[config.mk]
export PLATFORM = sky130hd
export DESIGN_NAME = tcs_code_selector
export DESIGN_NICKNAME = d
export VERILOG_FILES = /design/src/rtl/tcs_pkg.sv /design/src/rtl/tcs_accept_filter.sv /design/src/rtl/tcs_row_addr.sv /design/src/rtl/tcs_code_table.sv /design/src/rtl/tcs_code_mux.sv /design/src/rtl/tcs_code_selector.sv
export SDC_FILE = /design/constraint.sdc
export NUM_CORES = 1
export LEC_CHECK = 0
export ABC_AREA = 1
export CORE_UTILIZATION = 50
export CTS_CLUSTER_DIAMETER = 200
export DETAILED_ROUTE_END_ITERATION = 7
export DONT_BUFFER_PORTS = 1
export PLACE_DENSITY = 0.77
export SETUP_SLACK_MARGIN = 0.3
export SYNTH_ARGS = -nofsm -noshare
export SYNTH_HDL_FRONTEND = slang
export SYNTH_HIERARCHICAL = 1
export SYNTH_SLANG_ARGS = --single-unit
[constraint.sdc]
create_clock -name clk -period 1.55 [get_ports clk]
set_input_delay 0.31 -clock clk [delete_from_list [all_inputs] [get_ports clk]]
set_output_delay 0.31 -clock clk [all_outputs]
set_load 0.02 [all_outputs]
[src/rtl/tcs_pkg.sv]
package tcs_pkg;

   // source chosen for the registered DAC code
   typedef enum logic [1:0] {
      SRC_ZERO  = 2'd0,
      SRC_TABLE = 2'd1,
      SRC_REG   = 2'd2
   } code_src_e;

   function automatic code_src_e pick_source(input logic live, input logic direct);
      if (!live)
         return SRC_ZERO;
      else if (direct)
         return SRC_REG;
      else
         return SRC_TABLE;
   endfunction

endpackage

[src/rtl/tcs_accept_filter.sv]
module tcs_accept_filter #(
   parameter int DATA_W  = 8,
   parameter int MATCH_W = 6,
   parameter int RUN_LEN = 4
) (
   input  logic              clk,
   input  logic              rst_n,
   input  logic              conv_valid,
   input  logic [DATA_W-1:0] conv_data,
   input  logic              filter_off,
   output logic [DATA_W-1:0] status_q,
   output logic              accepted_q
);
   localparam int CNT_W = $clog2(RUN_LEN + 1);

   initial begin
      assert (RUN_LEN >= 1) else $error("RUN_LEN must be at least 1");
      assert (MATCH_W >= 1 && MATCH_W <= DATA_W) else $error("MATCH_W out of range");
   end

   logic [MATCH_W-1:0] upper_in;
   logic [MATCH_W-1:0] prev_q;
   logic               have_prev_q;
   logic               same_upper;
   logic               run_full;
   logic               take;

   assign upper_in   = conv_data[DATA_W-1 -: MATCH_W];
   assign same_upper = have_prev_q && (upper_in == prev_q);

   generate
      if (RUN_LEN == 1) begin : g_single
         assign run_full = 1'b1;
      end else begin : g_count
         logic [CNT_W-1:0] run_q;
         logic [CNT_W-1:0] run_nx;

         always_comb begin
            if (!same_upper)
               run_nx = CNT_W'(1);
            else if (run_q == CNT_W'(RUN_LEN))
               run_nx = run_q;
            else
               run_nx = run_q + CNT_W'(1);
         end

         always_ff @(posedge clk or negedge rst_n) begin
            if (!rst_n)
               run_q <= '0;
            else if (conv_valid)
               run_q <= run_nx;
         end

         assign run_full = (run_nx == CNT_W'(RUN_LEN));
      end
   endgenerate

   assign take = conv_valid && (filter_off || run_full);

   always_ff @(posedge clk or negedge rst_n) begin
      if (!rst_n) begin
         prev_q      <= '0;
         have_prev_q <= 1'b0;
         status_q    <= '0;
         accepted_q  <= 1'b0;
      end else begin
         if (conv_valid) begin
            prev_q      <= upper_in;
            have_prev_q <= 1'b1;
         end
         if (take) begin
            status_q   <= conv_data;
            accepted_q <= 1'b1;
         end
      end
   end

   // pass-through mode copies each strobed byte
   a_r4_bypass_copies: assert property (@(posedge clk) disable iff (!rst_n)
      (conv_valid && filter_off) |=> (status_q == $past(conv_data)));

   // no strobe, no status change
   a_r2_hold_without_strobe: assert property (@(posedge clk) disable iff (!rst_n)
      !conv_valid |=> $stable(status_q));

   // a break in the upper bits never updates the status while filtering
   a_r3_break_holds: assert property (@(posedge clk) disable iff (!rst_n)
      ((RUN_LEN > 1) && conv_valid && !filter_off && have_prev_q && (upper_in != prev_q))
      |=> $stable(status_q));

endmodule

[src/rtl/tcs_row_addr.sv]
module tcs_row_addr #(
   parameter int          ROW_W  = 6,
   parameter int          ADDR_W = 8,
   parameter logic [31:0] BASE   = 32'h90
) (
   input  logic [ROW_W-1:0]  status_row,
   input  logic [ROW_W-1:0]  reg_row,
   input  logic              row_direct,
   output logic [ROW_W-1:0]  row,
   output logic [ADDR_W-1:0] byte_addr
);
   initial begin
      assert (BASE + (1 << ROW_W) - 1 < (1 << ADDR_W))
         else $error("table window does not fit the address width");
   end

   assign row       = row_direct ? reg_row : status_row;
   assign byte_addr = ADDR_W'(BASE) + ADDR_W'(row);

endmodule

[src/rtl/tcs_code_table.sv]
module tcs_code_table #(
   parameter int          DATA_W = 8,
   parameter int          ROW_W  = 6,
   parameter int          ADDR_W = 8,
   parameter logic [31:0] BASE   = 32'h90
) (
   input  logic              clk,
   input  logic              rst_n,
   input  logic              wr_en,
   input  logic [ADDR_W-1:0] wr_addr,
   input  logic [DATA_W-1:0] wr_data,
   input  logic [ROW_W-1:0]  rd_row,
   output logic [DATA_W-1:0] rd_q
);
   localparam int ROWS = 1 << ROW_W;
   localparam logic [ADDR_W-1:0] LO = ADDR_W'(BASE);
   localparam logic [ADDR_W-1:0] HI = ADDR_W'(BASE + ROWS - 1);

   logic [DATA_W-1:0] mem [ROWS];
   logic              wr_hit;

   assign wr_hit = wr_en && (wr_addr >= LO) && (wr_addr <= HI);

   always_ff @(posedge clk) begin
      if (wr_hit)
         mem[ROW_W'(wr_addr - LO)] <= wr_data;
   end

   always_ff @(posedge clk or negedge rst_n) begin
      if (!rst_n)
         rd_q <= '0;
      else
         rd_q <= mem[rd_row];
   end

endmodule

[src/rtl/tcs_code_mux.sv]
module tcs_code_mux
   import tcs_pkg::*;
#(
   parameter int DATA_W = 8
) (
   input  logic              clk,
   input  logic              rst_n,
   input  logic              accepted,
   input  logic              code_direct,
   input  logic [DATA_W-1:0] code_reg,
   input  logic [DATA_W-1:0] tbl_byte,
   output logic [DATA_W-1:0] dac_q
);
   logic      live_q;
   code_src_e src;

   assign src = pick_source(live_q, code_direct);

   always_ff @(posedge clk or negedge rst_n) begin
      if (!rst_n) begin
         live_q <= 1'b0;
         dac_q  <= '0;
      end else begin
         live_q <= accepted;
         unique case (src)
            SRC_TABLE: dac_q <= tbl_byte;
            SRC_REG:   dac_q <= code_reg;
            default:   dac_q <= '0;
         endcase
      end
   end

   // direct code reaches the output one edge later
   a_r7_direct_code: assert property (@(posedge clk) disable iff (!rst_n)
      (live_q && code_direct) |=> (dac_q == $past(code_reg)));

   // table byte reaches the output one edge after the read
   a_r6_table_path: assert property (@(posedge clk) disable iff (!rst_n)
      (live_q && !code_direct) |=> (dac_q == $past(tbl_byte)));

endmodule

[src/rtl/tcs_code_selector.sv]
module tcs_code_selector #(
   parameter int          DATA_W   = 8,
   parameter int          ROW_W    = 6,
   parameter int          ADDR_W   = 8,
   parameter int          RUN_LEN  = 4,
   parameter int          FS_W     = 2,
   parameter logic [31:0] TBL_BASE = 32'h90
) (
   input  logic              clk,
   input  logic              rst_n,
   input  logic              conv_valid,
   input  logic [DATA_W-1:0] conv_data,
   input  logic              filter_off,
   input  logic              row_direct,
   input  logic [ROW_W-1:0]  row_reg,
   input  logic              code_direct,
   input  logic [DATA_W-1:0] code_reg,
   input  logic              sink_mode,
   input  logic [FS_W-1:0]   fs_code,
   input  logic              tbl_wr_en,
   input  logic [ADDR_W-1:0] tbl_wr_addr,
   input  logic [DATA_W-1:0] tbl_wr_data,
   output logic [DATA_W-1:0] status_byte,
   output logic [ADDR_W-1:0] tbl_addr,
   output logic [DATA_W-1:0] dac_code,
   output logic              dac_sink,
   output logic [FS_W-1:0]   dac_fs
);
   localparam int ROWS = 1 << ROW_W;

   logic              accepted;
   logic [ROW_W-1:0]  row;
   logic [DATA_W-1:0] tbl_byte;

   tcs_accept_filter #(
      .DATA_W (DATA_W),
      .MATCH_W(ROW_W),
      .RUN_LEN(RUN_LEN)
   ) u_filter (
      .clk       (clk),
      .rst_n     (rst_n),
      .conv_valid(conv_valid),
      .conv_data (conv_data),
      .filter_off(filter_off),
      .status_q  (status_byte),
      .accepted_q(accepted)
   );

   tcs_row_addr #(
      .ROW_W (ROW_W),
      .ADDR_W(ADDR_W),
      .BASE  (TBL_BASE)
   ) u_row (
      .status_row(status_byte[DATA_W-1 -: ROW_W]),
      .reg_row   (row_reg),
      .row_direct(row_direct),
      .row       (row),
      .byte_addr (tbl_addr)
   );

   tcs_code_table #(
      .DATA_W(DATA_W),
      .ROW_W (ROW_W),
      .ADDR_W(ADDR_W),
      .BASE  (TBL_BASE)
   ) u_table (
      .clk    (clk),
      .rst_n  (rst_n),
      .wr_en  (tbl_wr_en),
      .wr_addr(tbl_wr_addr),
      .wr_data(tbl_wr_data),
      .rd_row (row),
      .rd_q   (tbl_byte)
   );

   tcs_code_mux #(
      .DATA_W(DATA_W)
   ) u_mux (
      .clk        (clk),
      .rst_n      (rst_n),
      .accepted   (accepted),
      .code_direct(code_direct),
      .code_reg   (code_reg),
      .tbl_byte   (tbl_byte),
      .dac_q      (dac_code)
   );

   assign dac_sink = sink_mode;
   assign dac_fs   = fs_code;

   // selected address stays in the table window
   a_r5_addr_window: assert property (@(posedge clk) disable iff (!rst_n)
      (tbl_addr >= ADDR_W'(TBL_BASE)) && (tbl_addr <= ADDR_W'(TBL_BASE + ROWS - 1)));

   // no accepted conversion yet means a zero code two edges on
   a_r8_zero_before_accept: assert property (@(posedge clk) disable iff (!rst_n)
      !accepted |-> ##2 (dac_code == '0));

endmodule

==> impl_metrics.ini, run 1 <==
[detailed_routing]
wl_per_cell_um = 24.5
routed_wl_um = 67600
drt-initial-drc-count = 2375
drtAntennaViolNets = 0
viasPerCell = 6.17
vias = 17000
dr.pass1.iters = 6
drcViolationCount = 0

[sta]
hold_viol_final = 0
slew_violations = 0
fin_worst_skew_ps = 14.2
setup_viol = 28
rsz0062_at_grt = true
finalCritPeriodShare_pct = 132
slew_headroom_pct = 9.83
fin_ws_ps = -499
tightestPinTransition_ps = 1350
fmax_mhz = 488
period_minus_slack_ps = 2050

[global_routing]
grt_pass1_vias = 16600
grt_usage_pct = 27.7
grt_remaining_overflow = 0
grt_pass1_wl_um = 96900
antenna_found_initial = 1
grt_max_degree = 65

[worst_setup_path]
crit_fanout = 7
crit_required_ps = 2100
slowest_stage = dfrtp_2
crit_chain = nand2_4 > nand2_8 > inv_12 > buf_16 > buf_12 > buf_16 > nand2_1 > nand3_2 > nand3_1 > nand2_1 > nand2_1 > nand3_2 > nand3_2 > nand2_1
cp_common_cell = nand2_1
reg2reg_slack_ps = -500
crit_type = flop to flop
cp-start-kind = flop
crit_path_max_incr_delay_ps = 430
crit_start = u_filter/status_q[2]$_DFFE_PN0P_
regToRegStartpoint = u_filter/status_q[2]$_DFFE_PN0P_
cp-end-kind = flop
arrival_ps = 2590

[pwr]
vdd_drop_max_mv = 0.870
leakagePower_nw = 10.8
p_per_area_nw_per_um2 = 1210

[cells_and_area]
multi_input_comb_area_um2 = 7080
ff_latch_area_um2 = 16300
n_antenna_cell = 0
nFillCells = 2827
final_core_util_pct = 65.3
layout-drive-gt1-share_pct = 26.0
fin_area_um2 = 29100
fin_nets = 2172
syn_to_final_growth_pct = 27.8

[floorplan]
die_h_um = 216
core_um2 = 44600
ioPinCount = 75
num_rows = 77
die_w_um = 216
die_area_um2 = 46500
initial_core_util_pct = 51.1

[cts]
cts.sinks = 548
clockBufferDepth = 3
h-tree-depth = 2
numCtsBuffers = 53
clk_latency_ps = 610
clk_pin_slew_worst_paths_ps = 60
clockRootBuffer = clkbuf_16
cts_tree = yes

[synth]
avgSynthCellArea_um2 = 11.4
synth_top_area_share_pct = 67.4
ys_seq_elements = 548
yosys.area.top_type = edfxtp_1
syn_area_um2 = 22800
synthesis.nets = 2048
yosys_warnings = 6
ys_seq_area_share_pct = 71.4
ys_types = 29
synth_cells = 1997
ys_top_cells_by_area = edfxtp_1 67%, nand2_1 12%, nand3_1 10%

[status]
violations = negative setup slack
status = finished, violations left

[flow_run]
maxCapViolCount = 0

[place]
io_buffers = 0
gp_congestion = 0.885
dp_hpwl_um = 33800
place_area_um2 = 24700

[min_path]
min_from = tbl_wr_data[1]
min_path_type = input pin to flop
==> cells in the final DEF, fill, tap and decap left out, types with 8 or more instances in the layout <==
cell type / instances
nor2_4: 60
bufbuf_16: 9
nand3_2: 115
buf_16: 26
inv_1: 20
bufinv_16: 8
dfrtp_1: 26
nand2_4: 15
dfrtp_2: 10
buf_12: 48
clkbuf_16: 61
buf_4: 56
nand2_1: 642
buf_6: 25
nand3_1: 347
nand3_4: 9
nand2_2: 66
nor2_2: 10
dlygate4sd3_1: 18
inv_2: 10
clkinv_1: 13
edfxtp_1: 512
==> logic make-up (layout without fill, tap and decap cells) <==
group / Yosys count / in the layout / synth area share, %
AO/OA/AOI/OAI: 11 / 11 / 0.247
XOR/XNOR: 1 / 1 / 0.0384
adder cells (fa/ha/maj): 3 / 3 / 0.165
flip-flops: 548 / 548 / 71.4
AND/OR/NAND/NOR: 1276 / 1277 / 23.9
buffers and inverters: 157 / 324 / 4.29
other: 1 / 1 / 0.0164
==> flip-flops by register name, summed over array words and instances (netlist names) <==
| signal | count |
|---|---|
| u_table/mem | 512 |
| u_filter/status_q | 8 |
| u_mux/dac_q | 8 |
| u_table/rd_q | 8 |
| u_filter/prev_q | 6 |
| u_filter/g_count.run_q | 3 |
| u_filter/accepted_q | 1 |
| u_filter/have_prev_q | 1 |
| u_mux/live_q | 1 |
==> metal layers <==
metal / vias up / wire [µm] / GRT usage, %
li1: 7213 / - / -
met1: 8182 / 23200 / 34.5
met2: 1353 / 33200 / 46.7
met3: 253 / 7880 / 5.23
met4: 2 / 3290 / 13.5
met5: - / 13 / 0
==> worst max-delay path: cells and delay by family, from the launching register on <==
kind,cells,cell delay (ps)
simple gates,10,1010
buf+inv,4,520
flops,1,430
==> report_power, final <==
part / total (mW) / leakage (nW) / internal, mW / switching, mW
Clock: 13.5 / 0.882 / 7.95 / 5.52
Sequential: 16.5 / 5.02 / 16.3 / 0.177
Combinational: 5.33 / 4.93 / 2.08 / 3.25
Total: 35.3 / 10.8 / 26.4 / 8.95
==> cells in the mapped netlist (all sizes together) <==
library cell and count:
nand2 724, edfxtp 512, nand3 471, buf 116, nor2 77, dfrtp 36, inv 33, o21ai 9
clkbuf 8, ha 3, nand4 2, a21oi 1, conb 1, nor3 1, o22ai 1, or2 1
xor2 1
==> path summary, 6_finish.rpt <==
kind,to,depth (start not counted)
setup reg to reg,u_table/rd_q[6]$_DFF_PN0_,14
hold / removal,u_table/mem[14][1]$_DFFE_PP_,1
hold reg to reg,u_mux/live_q$_DFF_PN0_,0
max in group asynchronous,u_mux/dac_q[7]$_DFF_PN0_,2
min in group asynchronous,u_filter/status_q[1]$_DFFE_PN0P_,2
setup / recovery,u_table/rd_q[6]$_DFF_PN0_,14
==> area by class of cell <==
cell class / count / area share [%]
Clock buffer: 65 / 4.95
Clock inverter: 34 / 1.31
Inverter: 33 / 0.519
Multi-Input combinational cell: 1293 / 24.3
Sequential cell: 548 / 55.9
Tap cell: 592 / 2.54
Timing Repair Buffer: 192 / 10.5
==> timing repair <==
action,in CTS,in global routing
hold buffers,28,0
endpoints found under the hold margin,575,0
pin swaps,51,81
resized for setup,141,144
setup endpoints to repair,42,66
setup buffers,19,13
gates cloned,23,6
==> stage by stage <==
stage	TNS, ps	hold WS [ps]	power, mW	setup WS (ps)	cells
floorplan	-38370	14.4	19.1	-176	1997
global placement	-84300	15.1	20.1	-477	2569
detailed placement	-110030	15.1	20.2	-468	2569
CTS	-4110	68.2	34.7	-322	2738
global route	-7410	109	36.1	-536	2757
finish	-6210	106	35.3	-499	2757
Note: power is estimated with default switching activity, not from simulation.
==> run 2, diff against run 1 <==
- RECOVER_POWER: not set -> 25
==> run 2 against run 1 <==
  * The flow finishes with violations (max-capacitance violations, max-slew violations, negative setup slack)
  * Routed wire length is 0.14% higher
  * First-iteration DRC count is 7.7% higher
  * Worst setup slack worse by 0.72 ps
  * Power is 0.11% lower
  * Global-route usage stayed put
  * Cell count stayed put
  * Die area stayed put
  * Critical path depth stayed put
  * Core utilization is 0.40 points lower
  * Design area is 0.62% lower
  * Largest cell class unchanged
==> impl_metrics.ini, run 2 (synthesis gave the netlist of run 1 again) <==
[status]
status = finished, violations left
violations = max-capacitance violations, max-slew violations, negative setup slack

[global_routing]
grt_max_degree = 65
grt_pass1_vias = 16600
grt_usage_pct = 27.7
grt_pass1_wl_um = 96900
grt_remaining_overflow = 0
antenna_found_initial = 1

[floorplan]
ioPinCount = 75
initial_core_util_pct = 51.1
core_um2 = 44600
die_h_um = 216
die_area_um2 = 46500
num_rows = 77
die_w_um = 216

[place]
dp_hpwl_um = 33800
place_ws_ps = -468
gp_congestion = 0.885
io_buffers = 0

[cells_and_area]
final_common_cell = nand2_1
top_register = u_table/mem
fin_nets = 2172
final_core_util_pct = 64.9
largest_reg_flops = 512
n_antenna_cell = 0
layout-drive-gt1-share_pct = 26.0
final_cell_mix = 642 x nand2_1, 512 x edfxtp_1, 347 x nand3_1
syn_to_final_growth_pct = 27.0

[cts]
clockRootBuffer = clkbuf_16
clk_pin_slew_worst_paths_ps = 60
clk_latency_ps = 610
numCtsBuffers = 53
cts_tree = yes
cts.sinks = 548
clockBufferDepth = 3
h-tree-depth = 2

[worst_setup_path]
crit_path_max_incr_delay_ps = 430
slowest_stage = dfrtp_2
path_buf_inv = 4
crit_chain = nand2_4 > nand2_8 > inv_12 > buf_16 > buf_12 > buf_16 > nand2_1 > nand3_2 > nand3_1 > nand2_1 > nand2_1 > nand3_2 > nand3_2 > nand2_1
crit_type = flop to flop
arrival_ps = 2590
crit_family = simple AND/OR/NAND/NOR gates
cp_common_cell = nand2_1
cp-start-kind = flop
cp-end-kind = flop
crit_required_ps = 2090
crit_fanout = 7

[detailed_routing]
drt-initial-drc-count = 2557
routed_wl_um = 67700
wl_per_cell_um = 24.6
drcViolationCount = 0
dr.pass1.iters = 7
vias = 17100
drtAntennaViolNets = 0
viasPerCell = 6.19

[sta]
fin_worst_skew_ps = 15.1
fin_ws_ps = -499
rsz0062_at_grt = true
fmax_mhz = 488
period_minus_slack_ps = 2050
finalCritPeriodShare_pct = 132
setup_viol = 28
holdWs_ps = 130
tightestPinTransition_ps = 1770
slew_violations = 520
hold_viol_final = 0
slew_headroom_pct = -18.0

[pwr]
p_int_mw = 26.3
p_sw_share_pct = 25.3
leakagePower_nw = 10.8
seqPwrFrac_pct = 46.9
p_per_area_nw_per_um2 = 1220
switching_power_mw = 8.94
power.share.clock_pct = 38.2
p_comb_share_pct = 15.0
vdd_drop_max_mv = 0.874

[min_path]
min_path_type = input pin to flop

[flow_run]
maxCapViolCount = 8
-- run 2: worst min-delay path, cell delays in order --
cell	delay, ps
inv_1	70
nand2_4	130
nand3_1	120
nand2_2	60
-- run 2: final timing paths --
path | from | end | slack [ps] | cells after the start
worst max-delay path | u_filter/status_q[2]$_DFFE_PN0P_ | u_table/rd_q[6]$_DFF_PN0_ | -500 | 14
worst min-delay path | filter_off | u_filter/status_q[2]$_DFFE_PN0P_ | 130 | 4
worst max register to register | u_filter/status_q[2]$_DFFE_PN0P_ | u_table/rd_q[6]$_DFF_PN0_ | -500 | 14
worst min register to register | u_filter/accepted_q$_DFFE_PN0P_ | u_mux/live_q$_DFF_PN0_ | 380 | 0
max in group asynchronous | rst_n | u_mux/dac_q[7]$_DFF_PN0_ | 1160 | 2
min in group asynchronous | rst_n | u_filter/status_q[1]$_DFFE_PN0P_ | 180 | 2
-- run 2: through the flow --
stage,area (µm²),setup TNS (ps),std cells,power [mW]
finish,29000,-6180,2757,35.3
global route,29000,-7410,2757,36.1
CTS,28300,-4110,2738,34.7
detailed placement,24700,-110030,2569,20.2
global placement,24700,-84300,2569,20.1
floorplan,23500,-38370,1997,19.1
-- run 2: area by class of cell --
class,count,area [µm²]
sequential,548,16300
fill,2849,15600
multi-input combinational,1293,7080
timing repair buffer,192,2880
clock buffer,65,1440
tap,592,741
clock inverter,34,380
inverter,33,151
-- run 2: timing repair --
| action | in CTS | in global routing |
|---|---|---|
| endpoints found under the setup margin | 42 | 66 |
| pin swaps | 51 | 81 |
| buffers inserted | 19 | 13 |
| endpoints found under the hold margin | 575 | 0 |
| gates resized for setup | 141 | 144 |
| hold buffers | 28 | 0 |
| cloned | 23 | 6 |
-- run 2: power groups by stage --
stage	Sequential, mW	Combinational [mW]	Clock [mW]
2_1_floorplan	16.8	2.34	0
3_3_place_gp	16.8	3.31	0
3_5_place_dp	16.8	3.37	0
4_1_cts	16.5	4.70	13.5
5_1_grt	16.5	5.50	14.1
6_report	16.5	5.28	13.5
-- run 2: layer usage --
layer  GRT usage [%]  vias to the layer above  routed length [µm]
met5               0                        -                  13
met3            5.23                      277                8180
met2            46.7                     1390               33100
li1                -                     7212                   -
met1            34.5                     8181               22900
met4            13.5                        2                3440
